--- src/rtl/bus_presc_pkg.sv ---
package bus_presc_pkg;

    localparam int AHB_CODE_W    = 4;
    localparam int APB_CODE_W    = 3;
    localparam int AHB_MAX_SHIFT = 9;
    localparam int APB_MAX_SHIFT = 4;
    localparam int SHIFT_W       = 4;
    localparam int APB_COUNT     = 2;

    typedef enum logic [1:0] {
        SEL_AHB  = 2'b00,
        SEL_APB1 = 2'b01,
        SEL_APB2 = 2'b10,
        SEL_NONE = 2'b11
    } wr_sel_e;

    typedef enum logic {
        MAP_AHB = 1'b0,
        MAP_APB = 1'b1
    } map_kind_e;

    typedef struct packed {
        logic [AHB_CODE_W-1:0] ahb;
        logic [APB_CODE_W-1:0] apb1;
        logic [APB_CODE_W-1:0] apb2;
    } code_set_t;

    // High-speed code to log2 of ratio; the ratio 32 is skipped
    function automatic logic [SHIFT_W-1:0] ahb_shift(input logic [AHB_CODE_W-1:0] c);
        if (!c[3])      return '0;
        else if (!c[2]) return SHIFT_W'(c[1:0]) + SHIFT_W'(1);
        else            return SHIFT_W'(c[1:0]) + SHIFT_W'(6);
    endfunction

    // Peripheral code to log2 of ratio
    function automatic logic [SHIFT_W-1:0] apb_shift(input logic [APB_CODE_W-1:0] c);
        if (!c[2]) return '0;
        else       return SHIFT_W'(c[1:0]) + SHIFT_W'(1);
    endfunction

endpackage

--- src/rtl/presc_code_regs.sv ---
module presc_code_regs
    import bus_presc_pkg::*;
(
    input  logic                  clk,
    input  logic                  rst,
    input  logic                  wr_en,
    input  logic [1:0]            wr_sel,
    input  logic [AHB_CODE_W-1:0] wr_data,
    output code_set_t             pend
);

    wr_sel_e sel;
    assign sel = wr_sel_e'(wr_sel);

    always_ff @(posedge clk) begin
        if (rst) begin
            pend <= '0;
        end else if (wr_en) begin
            unique case (sel)
                SEL_AHB:  pend.ahb  <= wr_data;
                SEL_APB1: pend.apb1 <= wr_data[APB_CODE_W-1:0];
                SEL_APB2: pend.apb2 <= wr_data[APB_CODE_W-1:0];
                default:  ;
            endcase
        end
    end


    none_sel_chk: assert property (@(posedge clk) disable iff (rst)
        (wr_en && wr_sel == SEL_NONE) |=> $stable(pend));


    field_isolate_chk: assert property (@(posedge clk) disable iff (rst)
        (wr_en && wr_sel == SEL_APB1) |=> ($stable(pend.ahb) && $stable(pend.apb2)));

endmodule

--- src/rtl/presc_stage.sv ---
module presc_stage
    import bus_presc_pkg::*;
#(
    parameter int        CODE_W    = 4,
    parameter map_kind_e MAP       = MAP_AHB,
    parameter int        MAX_SHIFT = 9
) (
    input  logic              clk,
    input  logic              rst,
    input  logic              tick_in,
    input  logic [CODE_W-1:0] pend_code,
    output logic              tick_out,
    output logic [CODE_W-1:0] act_code
);

    localparam int CNT_W = (MAX_SHIFT < 1) ? 1 : MAX_SHIFT;

    logic [SHIFT_W-1:0] shift;
    logic [CNT_W:0]     span;
    logic [CNT_W-1:0]   limit;
    logic [CNT_W-1:0]   cnt;
    logic               at_end;

    generate
        if (MAP == MAP_AHB) begin : g_ahb_map
            assign shift = ahb_shift(AHB_CODE_W'(act_code));
        end else begin : g_apb_map
            assign shift = apb_shift(APB_CODE_W'(act_code));
        end
    endgenerate

    assign span     = (CNT_W+1)'(1) << shift;
    assign limit    = CNT_W'(span - (CNT_W+1)'(1));
    assign at_end   = (cnt == limit);
    assign tick_out = tick_in & at_end;

    always_ff @(posedge clk) begin
        if (rst) begin
            cnt      <= '0;
            act_code <= '0;
        end else if (tick_in) begin
            if (at_end) begin
                cnt      <= '0;
                act_code <= pend_code;
            end else begin
                cnt <= cnt + CNT_W'(1);
            end
        end
    end


    cnt_range_chk: assert property (@(posedge clk) disable iff (rst)
        cnt <= limit);


    code_switch_chk: assert property (@(posedge clk) disable iff (rst)
        !$stable(act_code) |-> $past(tick_out));


    out_needs_in_chk: assert property (@(posedge clk) disable iff (rst)
        tick_out |-> tick_in);

endmodule

--- src/rtl/bus_presc_chain.sv ---
module bus_presc_chain
    import bus_presc_pkg::*;
(
    input  logic                  clk,
    input  logic                  rst,
    input  logic                  wr_en,
    input  logic [1:0]            wr_sel,
    input  logic [AHB_CODE_W-1:0] wr_data,
    output logic                  hclk_en,
    output logic                  pclk1_en,
    output logic                  pclk2_en,
    output logic [AHB_CODE_W-1:0] ahb_code_rb,
    output logic [APB_CODE_W-1:0] apb1_code_rb,
    output logic [APB_CODE_W-1:0] apb2_code_rb
);

    code_set_t             pend;
    logic [APB_CODE_W-1:0] apb_pend [APB_COUNT];
    logic [APB_CODE_W-1:0] apb_act  [APB_COUNT];
    logic [APB_COUNT-1:0]  apb_tick;

    presc_code_regs u_regs (
        .clk     (clk),
        .rst     (rst),
        .wr_en   (wr_en),
        .wr_sel  (wr_sel),
        .wr_data (wr_data),
        .pend    (pend)
    );

    presc_stage #(
        .CODE_W    (AHB_CODE_W),
        .MAP       (MAP_AHB),
        .MAX_SHIFT (AHB_MAX_SHIFT)
    ) u_ahb_stage (
        .clk       (clk),
        .rst       (rst),
        .tick_in   (1'b1),
        .pend_code (pend.ahb),
        .tick_out  (hclk_en),
        .act_code  (ahb_code_rb)
    );

    assign apb_pend[0] = pend.apb1;
    assign apb_pend[1] = pend.apb2;

    generate
        for (genvar g = 0; g < APB_COUNT; g++) begin : g_apb
            presc_stage #(
                .CODE_W    (APB_CODE_W),
                .MAP       (MAP_APB),
                .MAX_SHIFT (APB_MAX_SHIFT)
            ) u_apb_stage (
                .clk       (clk),
                .rst       (rst),
                .tick_in   (hclk_en),
                .pend_code (apb_pend[g]),
                .tick_out  (apb_tick[g]),
                .act_code  (apb_act[g])
            );
        end
    endgenerate

    assign pclk1_en     = apb_tick[0];
    assign pclk2_en     = apb_tick[1];
    assign apb1_code_rb = apb_act[0];
    assign apb2_code_rb = apb_act[1];


    reset_idle_chk: assert property (@(posedge clk) disable iff (rst)
        $past(rst) |-> (ahb_code_rb == '0 && apb1_code_rb == '0 && apb2_code_rb == '0));


    ahb_bypass_chk: assert property (@(posedge clk) disable iff (rst)
        !ahb_code_rb[3] |-> hclk_en);


    apb_pass_chk: assert property (@(posedge clk) disable iff (rst)
        !apb1_code_rb[2] |-> (pclk1_en == hclk_en));


    apb_in_ahb_chk: assert property (@(posedge clk) disable iff (rst)
        (pclk1_en || pclk2_en) |-> hclk_en);

endmodule

--- config.mk ---
export PLATFORM = sky130hd
export DESIGN_NAME = bus_presc_chain
export DESIGN_NICKNAME = d
export VERILOG_FILES = /design/src/rtl/bus_presc_pkg.sv /design/src/rtl/presc_code_regs.sv /design/src/rtl/presc_stage.sv /design/src/rtl/bus_presc_chain.sv
export SDC_FILE = /design/constraint.sdc
export NUM_CORES = 1
export LEC_CHECK = 0
export CAP_MARGIN = 15
export CORE_ASPECT_RATIO = 1.25
export CORE_MARGIN = 1.5
export CORE_UTILIZATION = 25
export DETAILED_ROUTE_END_ITERATION = 6
export PLACE_DENSITY = 0.48
export SLEW_MARGIN = 20
export SYNTH_ARGS = -nofsm -noshare
export SYNTH_HDL_FRONTEND = slang
export SYNTH_SLANG_ARGS = --single-unit
--- constraint.sdc ---
create_clock -name clk -period 4.5 [get_ports clk]
set_clock_uncertainty 0.2 [all_clocks]
set_input_delay 1.35 -clock clk [delete_from_list [all_inputs] [get_ports clk]]
set_output_delay 1.35 -clock clk [all_outputs]
set_load 0.01 [all_outputs]
==> out/qor.yml <==
status: "complete, no violations"
critPathRequiredTime_ns: 2.95
irDropWorstVdd_uv: 120
cts.path.max_buffers: 2
rows: 38
drc: 0
die_y_um: 108
grt_max_degree: 23
cts_max_level: 2
hpwl_mm: 4.16
io_pins: 22
gp_congestion: 0.819
ys_seq_area_share_pct: 33.3
cts.sinks: 37
synth_top_area_share_pct: 33.3
crit_path_end_kind: "output pin"
period_minus_slack_ns: 4.36
setup_violations: 0
final_antenna_net_count: 0
ys_top_cells_by_area: "dfxtp_1 33%, ha_1 5.1%, mux2i_1 4.5%"
ctsHoldBuffers: 0
fmax_mhz: 230
ys_ff_latch: 37
worst_slew_pin_slew_ns: 0.852
synth.cell_area_mm2: 0.00222
p_leak_nw: 1.08
numCtsBuffers: 5
overflow: 0
slew_headroom_pct: 43.0
worst_slack_ns: 0.144
period_share_pct: 96.8
grt_use_total_pct: 13.2
die_x_um: 87.4
clk_pin_slew_ns: 0.07
ys_top_cells_by_count: "37 x dfxtp_1, 21 x nor2_1, 19 x a21oi_1"
tns_ns: 0
die_area_mm2: 0.00947
coreArea_mm2: 0.00865
antenna_found_initial: 0
synth_top_cell_by_area: "dfxtp_1"
cts_root_buf: "clkbuf_8"
grt_pass1_wl_mm: 9.86
io_buffers: 21
grt_pass1_vias: 2051
synth_cells: 257
start_util_pct: 25.7
area_growth_syn_to_layout_pct: 25.8
drv_cap: 0
cts_tree: "yes"
ys.warnings.count: 0
wl_per_cell_um: 14.2
path_class: "reg -> out"
antennaDiodeCount: 0
powerDensity_mw_per_mm2: 332
vias: 2099
critPathLaunchType: "flop"
dr.pass1.iters: 4
hold_path.class: "reg -> reg"
via_per_inst: 5.09
nets: 309
synth-edff-count: 0
place_ws_ns: -0.108
wirelength_mm: 5.86
worstPathArrival_ns: 2.81
critPathMaxFanout: 5
fin_util_pct: 32.3
finalHoldViolCount: 0
postSynthAreaPerCell_um2: 8.65
synth_fp_nets: 275
synthDistinctLibCells: 48
clk_latency_ns: 0.29
slew_violations: 0
yosysMostFrequentCell: "dfxtp_1"
drive_gt1_share_pct: 15.1
hold_slack_ns: 0.288
ys.flop_type: "dfxtp_1"
drtIter0Drc: 80
synthArstFlopShare_pct: 0
## path summary, 6_finish.rpt
kind / from / to / slack, ns / depth (start not counted)
setup reg to reg: g_apb[0].u_apb_stage.act_code[0]$_SDFFE_PP0P_ / g_apb[0].u_apb_stage.cnt[2]$_SDFFE_PP0N_ / 1.19 / 9
hold / removal: u_regs.pend[4]$_SDFFE_PP0P_ / g_apb[0].u_apb_stage.act_code[1]$_SDFFE_PP0P_ / 0.29 / 2
setup / recovery: u_ahb_stage.act_code[0]$_SDFFE_PP0N_ / hclk_en / 0.14 / 12
hold reg to reg: u_regs.pend[4]$_SDFFE_PP0P_ / g_apb[0].u_apb_stage.act_code[1]$_SDFFE_PP0P_ / 0.29 / 2
## worst max-delay path, cell delays in order (launching register included)
cell and delay, ns:
dfxtp_1 0.32, ha_1 0.33, nor2_4 0.13, nand4_1 0.16, ha_4 0.23, buf_4 0.15, nand3_1 0.12, o41ai_4 0.11
nor3_2 0.19, o211ai_1 0.13, or2_4 0.29, inv_1 0.08, dlygate4sd2_1 0.26
## flip-flops by register name, indices dropped and copies added, names as in the netlist
name	cells
u_ahb_stage.act_code	4
g_apb.u_apb_stage.cnt	8
g_apb.u_apb_stage.act_code	6
u_ahb_stage.cnt	9
u_regs.pend	10
## power breakdown
part	leakage [nW]	switching (mW)	internal, mW	total (mW)
Sequential	0.299	0.0189	0.343	0.362
Combinational	0.739	0.207	0.131	0.338
Clock	0.0450	0.122	0.107	0.229
Total	1.08	0.347	0.582	0.930
## cell usage in the layout (no fill, tap or decap), drive strengths merged, types with 9 or more instances in the layout
master and count:
buf 22, xnor2 10, a21oi 19, xor2 11, o21ai 9, nand4 15, ha 9, o31ai 10
nor2 21, mux2i 10, nor3 11, nand3 15, dfxtp 37, clkdlybuf4s50 18
## cell type report
cell class	count	area, um2
fill	972	5860
clock buffer	6	72.6
inverter	5	18.8
tap	120	150
clock inverter	2	10.0
timing repair buffer	43	364
multi-input combinational	199	1440
sequential	37	741
## what timing repair did
action | CTS | global route
pin swaps | 5 | 4
resized for setup | 10 | 8
setup endpoints to repair | 3 | 3
buffers inserted | 1 | 1
## metal layers
layer	vias up	GRT usage, %	wire length, um
li1	1036	-	-
met1	1017	16.5	2640
met2	36	22.6	2930
met3	10	2.60	197
met4	0	4.31	87
met5	-	0	0
## per-stage QoR
stage / total power, mW / instances / area (um2)
global route: 0.991 / 412 / 2800
CTS: 0.934 / 411 / 2770
floorplan: 0.572 / 257 / 2220
finish: 0.930 / 412 / 2800
global placement: 0.708 / 402 / 2650
detailed placement: 0.707 / 402 / 2650
## cells by family after synthesis
kind of cell / count (synthesis) / share of synthesized area [%]
AND/OR/NAND/NOR: 100 / 26.2
flip-flops: 37 / 33.3
buffers and inverters: 21 / 4.50
multiplexers: 10 / 4.50
adder cells (fa/ha/maj): 9 / 5.06
AO/OA/AOI/OAI: 59 / 18.2
XOR/XNOR: 21 / 8.27
No activity file was read; power rests on OpenSTA's default activity.
